<file path="src/rtl/mchk_pkg.sv">
package mchk_pkg;

    typedef enum logic [1:0] {
        ORG_DCACHE = 2'd0,
        ORG_L2     = 2'd1,
        ORG_FABRIC = 2'd2,
        ORG_RSVD   = 2'd3
    } err_origin_e;

    localparam int unsigned BIT_LOAD   = 0;
    localparam int unsigned BIT_GUARD  = 1;
    localparam int unsigned ASYNC_BASE = 2;

    typedef struct packed {
        logic        guarded;
        err_origin_e origin;
    } load_evt_t;

    function automatic logic guard_report(load_evt_t e);
        return e.guarded && (e.origin == ORG_L2 || e.origin == ORG_FABRIC);
    endfunction

endpackage

</file>
<file path="src/rtl/mchk_report_track.sv">
module mchk_report_track
    import mchk_pkg::*;
(
    input  logic      clk,
    input  logic      rst,
    input  logic      evt_valid,
    input  load_evt_t evt,
    input  logic      cpl_strobe,
    input  logic      flush,
    output logic      commit,
    output logic      commit_guard
);
    logic      pend_v;
    load_evt_t pend_q;
    load_evt_t eff;
    logic      eff_v;

    assign eff          = pend_v ? pend_q : evt;
    assign eff_v        = pend_v | evt_valid;
    assign commit       = cpl_strobe & eff_v & ~flush;
    assign commit_guard = guard_report(eff);

    always_ff @(posedge clk) begin
        if (rst) begin
            pend_v <= 1'b0;
            pend_q <= '0;
        end else if (flush || commit) begin
            pend_v <= 1'b0;
        end else if (evt_valid && !pend_v) begin
            pend_v <= 1'b1;
            pend_q <= evt;
        end
    end
endmodule

</file>
<file path="src/rtl/mchk_async_gate.sv">
module mchk_async_gate #(
    parameter int unsigned NUM_ASYNC = 4
) (
    input  logic [NUM_ASYNC-1:0] async_err,
    input  logic                 me_en,
    input  logic                 gs_mode,
    output logic [NUM_ASYNC-1:0] async_set,
    output logic                 async_trig
);
    logic enabled;
    assign enabled = me_en | gs_mode;

    for (genvar i = 0; i < NUM_ASYNC; i++) begin : g_src
        assign async_set[i] = async_err[i];
    end

    assign async_trig = (|async_err) & enabled;
endmodule

</file>
<file path="src/rtl/mchk_req_gen.sv">
module mchk_req_gen (
    input  logic clk,
    input  logic rst,
    input  logic trig,
    input  logic busy,
    output logic req
);
    always_ff @(posedge clk) begin
        if (rst) req <= 1'b0;
        else     req <= trig & ~busy & ~req;
    end
endmodule

</file>
<file path="src/rtl/mchk_status.sv">
module mchk_status
    import mchk_pkg::*;
#(
    parameter int unsigned NUM_ASYNC = 4
) (
    input  logic                            clk,
    input  logic                            rst,
    input  logic                            ld_err_valid,
    input  logic                            ld_err_guard_attr,
    input  logic [1:0]                      ld_err_origin,
    input  logic                            force_guard,
    input  logic                            cpl_strobe,
    input  logic                            flush,
    input  logic [NUM_ASYNC-1:0]            async_err,
    input  logic                            me_en,
    input  logic                            gs_mode,
    input  logic                            handler_busy,
    input  logic                            sw_wr_en,
    input  logic [ASYNC_BASE+NUM_ASYNC-1:0] sw_wr_data,
    output logic [ASYNC_BASE+NUM_ASYNC-1:0] status,
    output logic                            mchk_req
);
    localparam int unsigned SW = ASYNC_BASE + NUM_ASYNC;

    load_evt_t            evt;
    logic                 commit, commit_guard;
    logic [NUM_ASYNC-1:0] async_set;
    logic                 async_trig;
    logic [SW-1:0]        set_vec, clr_vec;

    assign evt.guarded = ld_err_guard_attr | force_guard;
    assign evt.origin  = err_origin_e'(ld_err_origin);

    mchk_report_track u_track (
        .clk          (clk),
        .rst          (rst),
        .evt_valid    (ld_err_valid),
        .evt          (evt),
        .cpl_strobe   (cpl_strobe),
        .flush        (flush),
        .commit       (commit),
        .commit_guard (commit_guard)
    );

    mchk_async_gate #(.NUM_ASYNC(NUM_ASYNC)) u_gate (
        .async_err  (async_err),
        .me_en      (me_en),
        .gs_mode    (gs_mode),
        .async_set  (async_set),
        .async_trig (async_trig)
    );

    mchk_req_gen u_req (
        .clk  (clk),
        .rst  (rst),
        .trig (commit | async_trig),
        .busy (handler_busy),
        .req  (mchk_req)
    );

    always_comb begin
        set_vec            = '0;
        set_vec[BIT_LOAD]  = commit;
        set_vec[BIT_GUARD] = commit & commit_guard;
        set_vec[SW-1:ASYNC_BASE] = async_set;
        clr_vec = sw_wr_en ? sw_wr_data : '0;
    end

    always_ff @(posedge clk) begin
        if (rst) status <= '0;
        else     status <= (status & ~clr_vec) | set_vec;
    end
endmodule

</file>
<file path="config.mk">
export PLATFORM = sky130hd
export DESIGN_NAME = mchk_status
export DESIGN_NICKNAME = d
export VERILOG_FILES = /design/src/rtl/mchk_pkg.sv /design/src/rtl/mchk_report_track.sv /design/src/rtl/mchk_async_gate.sv /design/src/rtl/mchk_req_gen.sv /design/src/rtl/mchk_status.sv
export SDC_FILE = /design/constraint.sdc
export NUM_CORES = 1
export LEC_CHECK = 0
export ABC_AREA = 1
export BUFFER_PORTS_ARGS = -buffer_cell sky130_fd_sc_hd__clkbuf_2
export CAP_MARGIN = 20
export CORE_MARGIN = 2
export CORE_UTILIZATION = 36
export CTS_CLUSTER_DIAMETER = 40
export DETAILED_ROUTE_END_ITERATION = 8
export PLACE_DENSITY_LB_ADDON = 0.15
export SLEW_MARGIN = 20
export SYNTH_ARGS = -nofsm -noshare
export SYNTH_HDL_FRONTEND = slang
export SYNTH_SLANG_ARGS = --single-unit
</file>
<file path="constraint.sdc">
create_clock -name clk -period 0.87 [get_ports clk]
set_clock_uncertainty 0.05 [all_clocks]
set_input_delay 0.0435 -clock clk [delete_from_list [all_inputs] [get_ports clk]]
set_output_delay 0.0435 -clock clk [all_outputs]
set_load 0.01 [all_outputs]
</file>
Word-level counts from Yosys, hierarchy flattened

Cells that the tools add are included.

Output and inout bits: 7
Register bits: 11
Logic and storage cells: 34

Multiplexer cells: 2
Eq/ne operators: 2
Bitwise gates (word level): 17
Reduce and logical (&&, ||, !) cells: 8

Operator list:

| kind                 | count |
|---|---|
| $and A1 B1 Y1        | 6 |
| $and A6 B6 Y6        | 1 |
| $mux W6              | 1 |
| $not A6 Y6           | 1 |
| $or A6 B6 Y6         | 1 |
| $not A1 Y1           | 4 |
| $or A1 B1 Y1         | 4 |
| $reduce_or A4 Y1     | 1 |
| $mux W3              | 1 |
| $eq A2 B1 Y1 const B | 1 |
| $eq A2 B2 Y1 const B | 1 |
| $logic_and A1 B1 Y1  | 2 |
| $logic_or A1 B1 Y1   | 2 |
| $reduce_and A2 Y1    | 1 |
| $reduce_or A2 Y1     | 1 |
| $logic_not A1 Y1     | 1 |

Longest topological paths before layout

Depth after elaboration: 7
Mapped depth: 7

Cells and area by module

A second synthesis with hierarchy kept.

Cells, all modules: 80
Area total of the unflattened synthesis: 538.0 um^2

Modules (own cells, without submodules):

| module            | instances | cells each | area an instance (um^2) | seq. area each (um^2) |
|---|---|---|---|---|
| mchk_status       | 1         | 32         | 230.2                   | 120.1 |
| mchk_report_track | 1         | 33         | 219.0                   | 80.1 |
| mchk_async_gate   | 1         | 8          | 46.3                    | 0.0 |
| mchk_req_gen      | 1         | 7          | 42.5                    | 20.0 |

Least setup slack after synthesis

OpenSTA, ideal clock, no wires.

Path kind: reg-to-reg
Start point: register u_track.pend_v
End point: register u_track.pend_q[2] in the netlist's numbering
Setup slack: -0.025 ns
Setup time: 0.115 ns
Clock period less this slack: 0.895 ns
Cell stages (with the launch flop): 6
Data arrival time: 0.730 ns
Path buffers: 0
Data required time: 0.705 ns
Cells stage by stage: dfxtp_1 inv_1 nand4_2 nand2_1 o21ai_1 and2_1

Cells in the longest elaborated chain, start to end: 6

Ends and longest elaborated chain:

| item                          | line                    | source |
|---|---|---|
| start, declared               | mchk_report_track.sv:13 | `logic pend_v;` |
| start signal, assigned        | mchk_report_track.sv:25 | `pend_v <= 1'b0;` |
| start signal, assigned        | mchk_report_track.sv:28 | `pend_v <= 1'b0;` |
| start signal, assigned        | mchk_report_track.sv:30 | `pend_v <= 1'b1;` |
| $or A1 B1 Y1                  | mchk_report_track.sv:19 | `assign eff_v = pend_v \| evt_valid;` |
| $and A1 B1 Y1 (2 in a row)    | mchk_report_track.sv:20 | `assign commit = cpl_strobe & eff_v & ~flush;` |
| $logic_or A1 B1 Y1            | mchk_report_track.sv:27 | `end else if (flush \|\| commit) begin` |
| $not A1 Y1 (no line)          | -                       |  |
| $reduce_and A2 Y1 (no line) * | -                       |  |
| end signal, assigned          | mchk_report_track.sv:31 | `pend_q <= evt;` |
| end, declared                 | mchk_report_track.sv:14 | `load_evt_t pend_q;` |

Every way passes the cells marked *; elsewhere a longest branch is shown, timed or not.
A chain may end at the register's enable or synchronous reset.

Worst setup path after layout

Start point: register u_track.pend_v
End point: register status[1]

Cells in the longest elaborated chain, start to end: 6

Ends and longest elaborated chain:

| item                                         | line                    | source |
|---|---|---|
| $mux W3                                      | mchk_report_track.sv:18 | `assign eff = pend_v ? pend_q : evt;` |
| $eq A2 B1 Y1 or $eq A2 B2 Y1 (tied branches) | mchk_pkg.sv:20          | `return e.guarded && (e.origin == ORG_L2 \|\| e.origin == ORG_FABRIC);` |
| $logic_or A1 B1 Y1                           | mchk_pkg.sv:20          |  |
| $logic_and A1 B1 Y1                          | mchk_pkg.sv:20          |  |
| $and A1 B1 Y1 *                              | mchk_status.sv:64       | `set_vec[BIT_GUARD] = commit & commit_guard;` |
| $or A6 B6 Y6 *                               | mchk_status.sv:71       | `else status <= (status & ~clr_vec) \| set_vec;` |
| end signal, assigned                         | mchk_status.sv:71       |  |
| end, declared                                | mchk_status.sv:20       | `output logic [ASYNC_BASE+NUM_ASYNC-1:0] status,` |

Marked as above.

==> flow_metrics.py <==
metrics = {
    "die": {
        "die_y_um": 41.3,
        "fp.dieW_um": 41.3,
        "core_area_mm2": 0.00130,
        "fp.dieArea_mm2": 0.00171,
        "pin_count": 30,
        "start_util_pct": 38.6,
        "rows": 13,
    },
    "setup_path": {
        "r2r_start": "u_track.pend_v$_SDFFE_PP0P_",
        "cp-end-kind": "flop",
        "crit_buf_inv": 0,
        "cpLargestDelayFamily": "flip-flops",
        "crit_chain": "nor2_4 -> nor3_4 -> nand2_1 -> a21oi_2",
        "critPathMaxFanout": 4,
        "r2r_slack_ns": -0.07,
        "slowest_stage": "dfxtp_4",
        "crit_required_ns": 1.02,
        "critPathMaxStageDelay_ns": 0.37,
        "r2r-end": "status[1]$_SDFF_PP0_",
        "crit_arrival_ns": 1.09,
        "startpoint_type": "flop",
        "crit_start": "u_track.pend_v$_SDFFE_PP0P_",
        "crit_cells": 4,
        "crit_end": "status[1]$_SDFF_PP0_",
        "path_class": "flop to flop",
        "worstRegToRegCells": 4,
    },
    "drt": {
        "drt-initial-drc-count": 4,
        "routed_wl_um": 1280,
        "first_pass_iters": 4,
        "vias_per_cell": 4.42,
        "vias": 592,
        "drtAntennaViolNets": 0,
        "drc": 0,
        "wl_per_cell_um": 9.51,
    },
    "synthesis": {
        "avgSynthCellArea_um2": 6.97,
        "yosysWarnings": 0,
        "ys_ff_latch": 11,
        "ys_types": 16,
        "synth_nets": 95,
        "ys_seq_area_share_pct": 43.9,
        "syn_area_um2": 502,
        "syn_inst": 72,
    },
    "global_routing": {
        "grt_pass1_vias": 471,
        "grt_max_degree": 9,
        "grt-ovfl-total": 0,
        "grt_pass1_wl_um": 1950,
        "antenna_found_initial": 0,
        "grt_usage_pct": 18.8,
    },
    "min_path": {
        "min_path_type": "input pin to flop",
    },
    "sta": {
        "rsz0062_at_grt": "yes",
        "max_slew_margin_pct": 84.5,
        "fmax_mhz": 1070,
        "final_period_minus_worst_setup_slack_ns": 0.936,
        "hold_viol_final": 0,
        "post-route-worst-setup-slack_ns": -0.0664,
        "worstMarginPinSlew_ns": 0.230,
        "setup_viol": 5,
        "period_share_pct": 108,
        "drv_slew": 0,
    },
    "cells_and_area": {
        "n_fill_cell": 116,
        "multi_input_area_um2": 249,
        "final_core_util_pct": 66.3,
        "drive_gt1_share_pct": 39.5,
        "final_nets": 143,
        "n_antenna_cell": 0,
        "regArea_um2": 226,
        "area_growth_pct": 72.1,
    },
    "placement": {
        "dp_hpwl_um": 851,
        "place_congestion": 0.720,
        "pre_cts_ws_ns": -0.0612,
        "port_buffers": 29,
    },
    "cts": {
        "htreeDepth": 1,
        "clockBufferDepth": 2,
        "clkTransAtPathRegs_ns": 0.06,
        "cts_root_buffer": "clkbuf_4",
        "worstSkewPairLatency_ns": 0.27,
        "cts.sink_count": 11,
        "post_cts_buffers": 0,
        "cts_made_buffers": 3,
        "cts_tree": "done",
    },
    "run_status": {
        "violations": "setup timing",
        "outcome": "complete, but fails checks",
    },
    "power_and_ir_drop": {
        "p_leak_nw": 0.443,
        "ir_drop_mv": 0.781,
        "pwr_density_cell_mw_per_mm2": 1310,
    },
    "flow_run": {
        "maxCapViolCount": 0,
    },
}
-- kinds of logic after synthesis --
| family | after synthesis | share of synthesized area (%) |
|---|---|---|
| simple gates | 33 | 29.4 |
| buf+inv | 15 | 11.5 |
| flops | 11 | 43.9 |
| compound gates | 13 | 15.2 |
-- Yosys cell counts --
| library cell | instances | area, um^2 |
|---|---|---|
| nand3_1 | 1 | 5.00 |
| nor3_2 | 1 | 10.0 |
| o21ai_0 | 1 | 5.00 |
| o21ai_1 | 3 | 15.0 |
| a21oi_2 | 3 | 26.3 |
| nand4_2 | 1 | 12.5 |
| inv_1 | 12 | 45.0 |
| nand4_1 | 1 | 6.26 |
| buf_2 | 1 | 5.00 |
| inv_2 | 2 | 7.51 |
| nand2_1 | 23 | 86.3 |
| nor4_1 | 1 | 6.26 |
| a21oi_1 | 6 | 30.0 |
| and2_1 | 1 | 6.26 |
| dfxtp_1 | 11 | 220 |
| nor2_1 | 4 | 15.0 |
-- cell type report --
type | count | share of cell area, %
multi-input cells | 46 | 28.8
well taps | 15 | 2.17
inverters | 14 | 6.09
clock buffers | 4 | 3.04
flip-flops and latches | 11 | 26.2
repair buffers | 44 | 33.6
-- power breakdown --
group / switching [W] / total, W / internal (W)
Sequential: 0.0000142 / 0.000544 / 0.000530
Combinational: 0.000109 / 0.000239 / 0.000130
Clock: 0.000169 / 0.000346 / 0.000178
Total: 0.000292 / 0.00113 / 0.000837
-- layout by cell type (no fill, tap or decap), drive strengths merged --
cell type,Yosys,routed
clkbuf,0,32
nor3,1,1
and2,1,1
dfxtp,11,11
nand4,2,2
nand2,23,23
nor2,4,4
nor4,1,1
o21ai,4,4
inv,14,14
buf,1,3
dlygate4sd3,0,13
a21oi,9,9
nand3,1,1
-- per-layer routing --
layer / global-route usage, % / vias to the layer above / part of all wire (%)
met3: 9.57 / 2 / 6.5
li1: - / 323 / -
met5: 0 / - / 0
met2: 30.5 / 19 / 51
met1: 21.8 / 248 / 41
met4: 4.84 / 0 / 0.55
-- per-stage QoR --
| stage | TNS (ns) | cell area [um^2] | hold WS [ns] | std cells | total power (W) |
|---|---|---|---|---|---|
| floorplan | 0 | 510 | 0.0716 | 72 | 0.000647 |
| finish | -0.246 | 863 | 0.0159 | 134 | 0.00113 |
| global route | -0.757 | 863 | 0.00806 | 134 | 0.00121 |
| detailed placement | -0.223 | 684 | 0.190 | 117 | 0.000740 |
| global placement | -0.122 | 684 | 0.188 | 117 | 0.000739 |
| CTS | -0.233 | 858 | 0.00409 | 134 | 0.00115 |
-- flip-flops by register name (all words and copies together), names as in the netlist --
signal and flops:
u_req.req 1, u_track.pend_v 1, status 6, u_track.pend_q 3
-- what timing repair did --
action / CTS / global route
hold endpoints to repair: 8 / 0
resized for setup: 5 / 4
pin swaps: 6 / 1
hold buffers: 13 / 0
setup endpoints to repair: 7 / 11
-- worst min-delay path by stage --
stage                     slack (ns)                           to  depth (start not counted)  startpoint
final                           0.02         status[0]$_SDFF_PP0_                          2         rst
after global routing           0.008         status[0]$_SDFF_PP0_                          2         rst
after CTS                      0.004         status[1]$_SDFF_PP0_                          2         rst
after detailed placement        0.19  u_track.pend_v$_SDFFE_PP0P_                          2  cpl_strobe
after global placement          0.19  u_track.pend_v$_SDFFE_PP0P_                          2  cpl_strobe
after floorplan                 0.07  u_track.pend_v$_SDFFE_PP0P_                          1  cpl_strobe
Power figures use the tool's default switching activity.
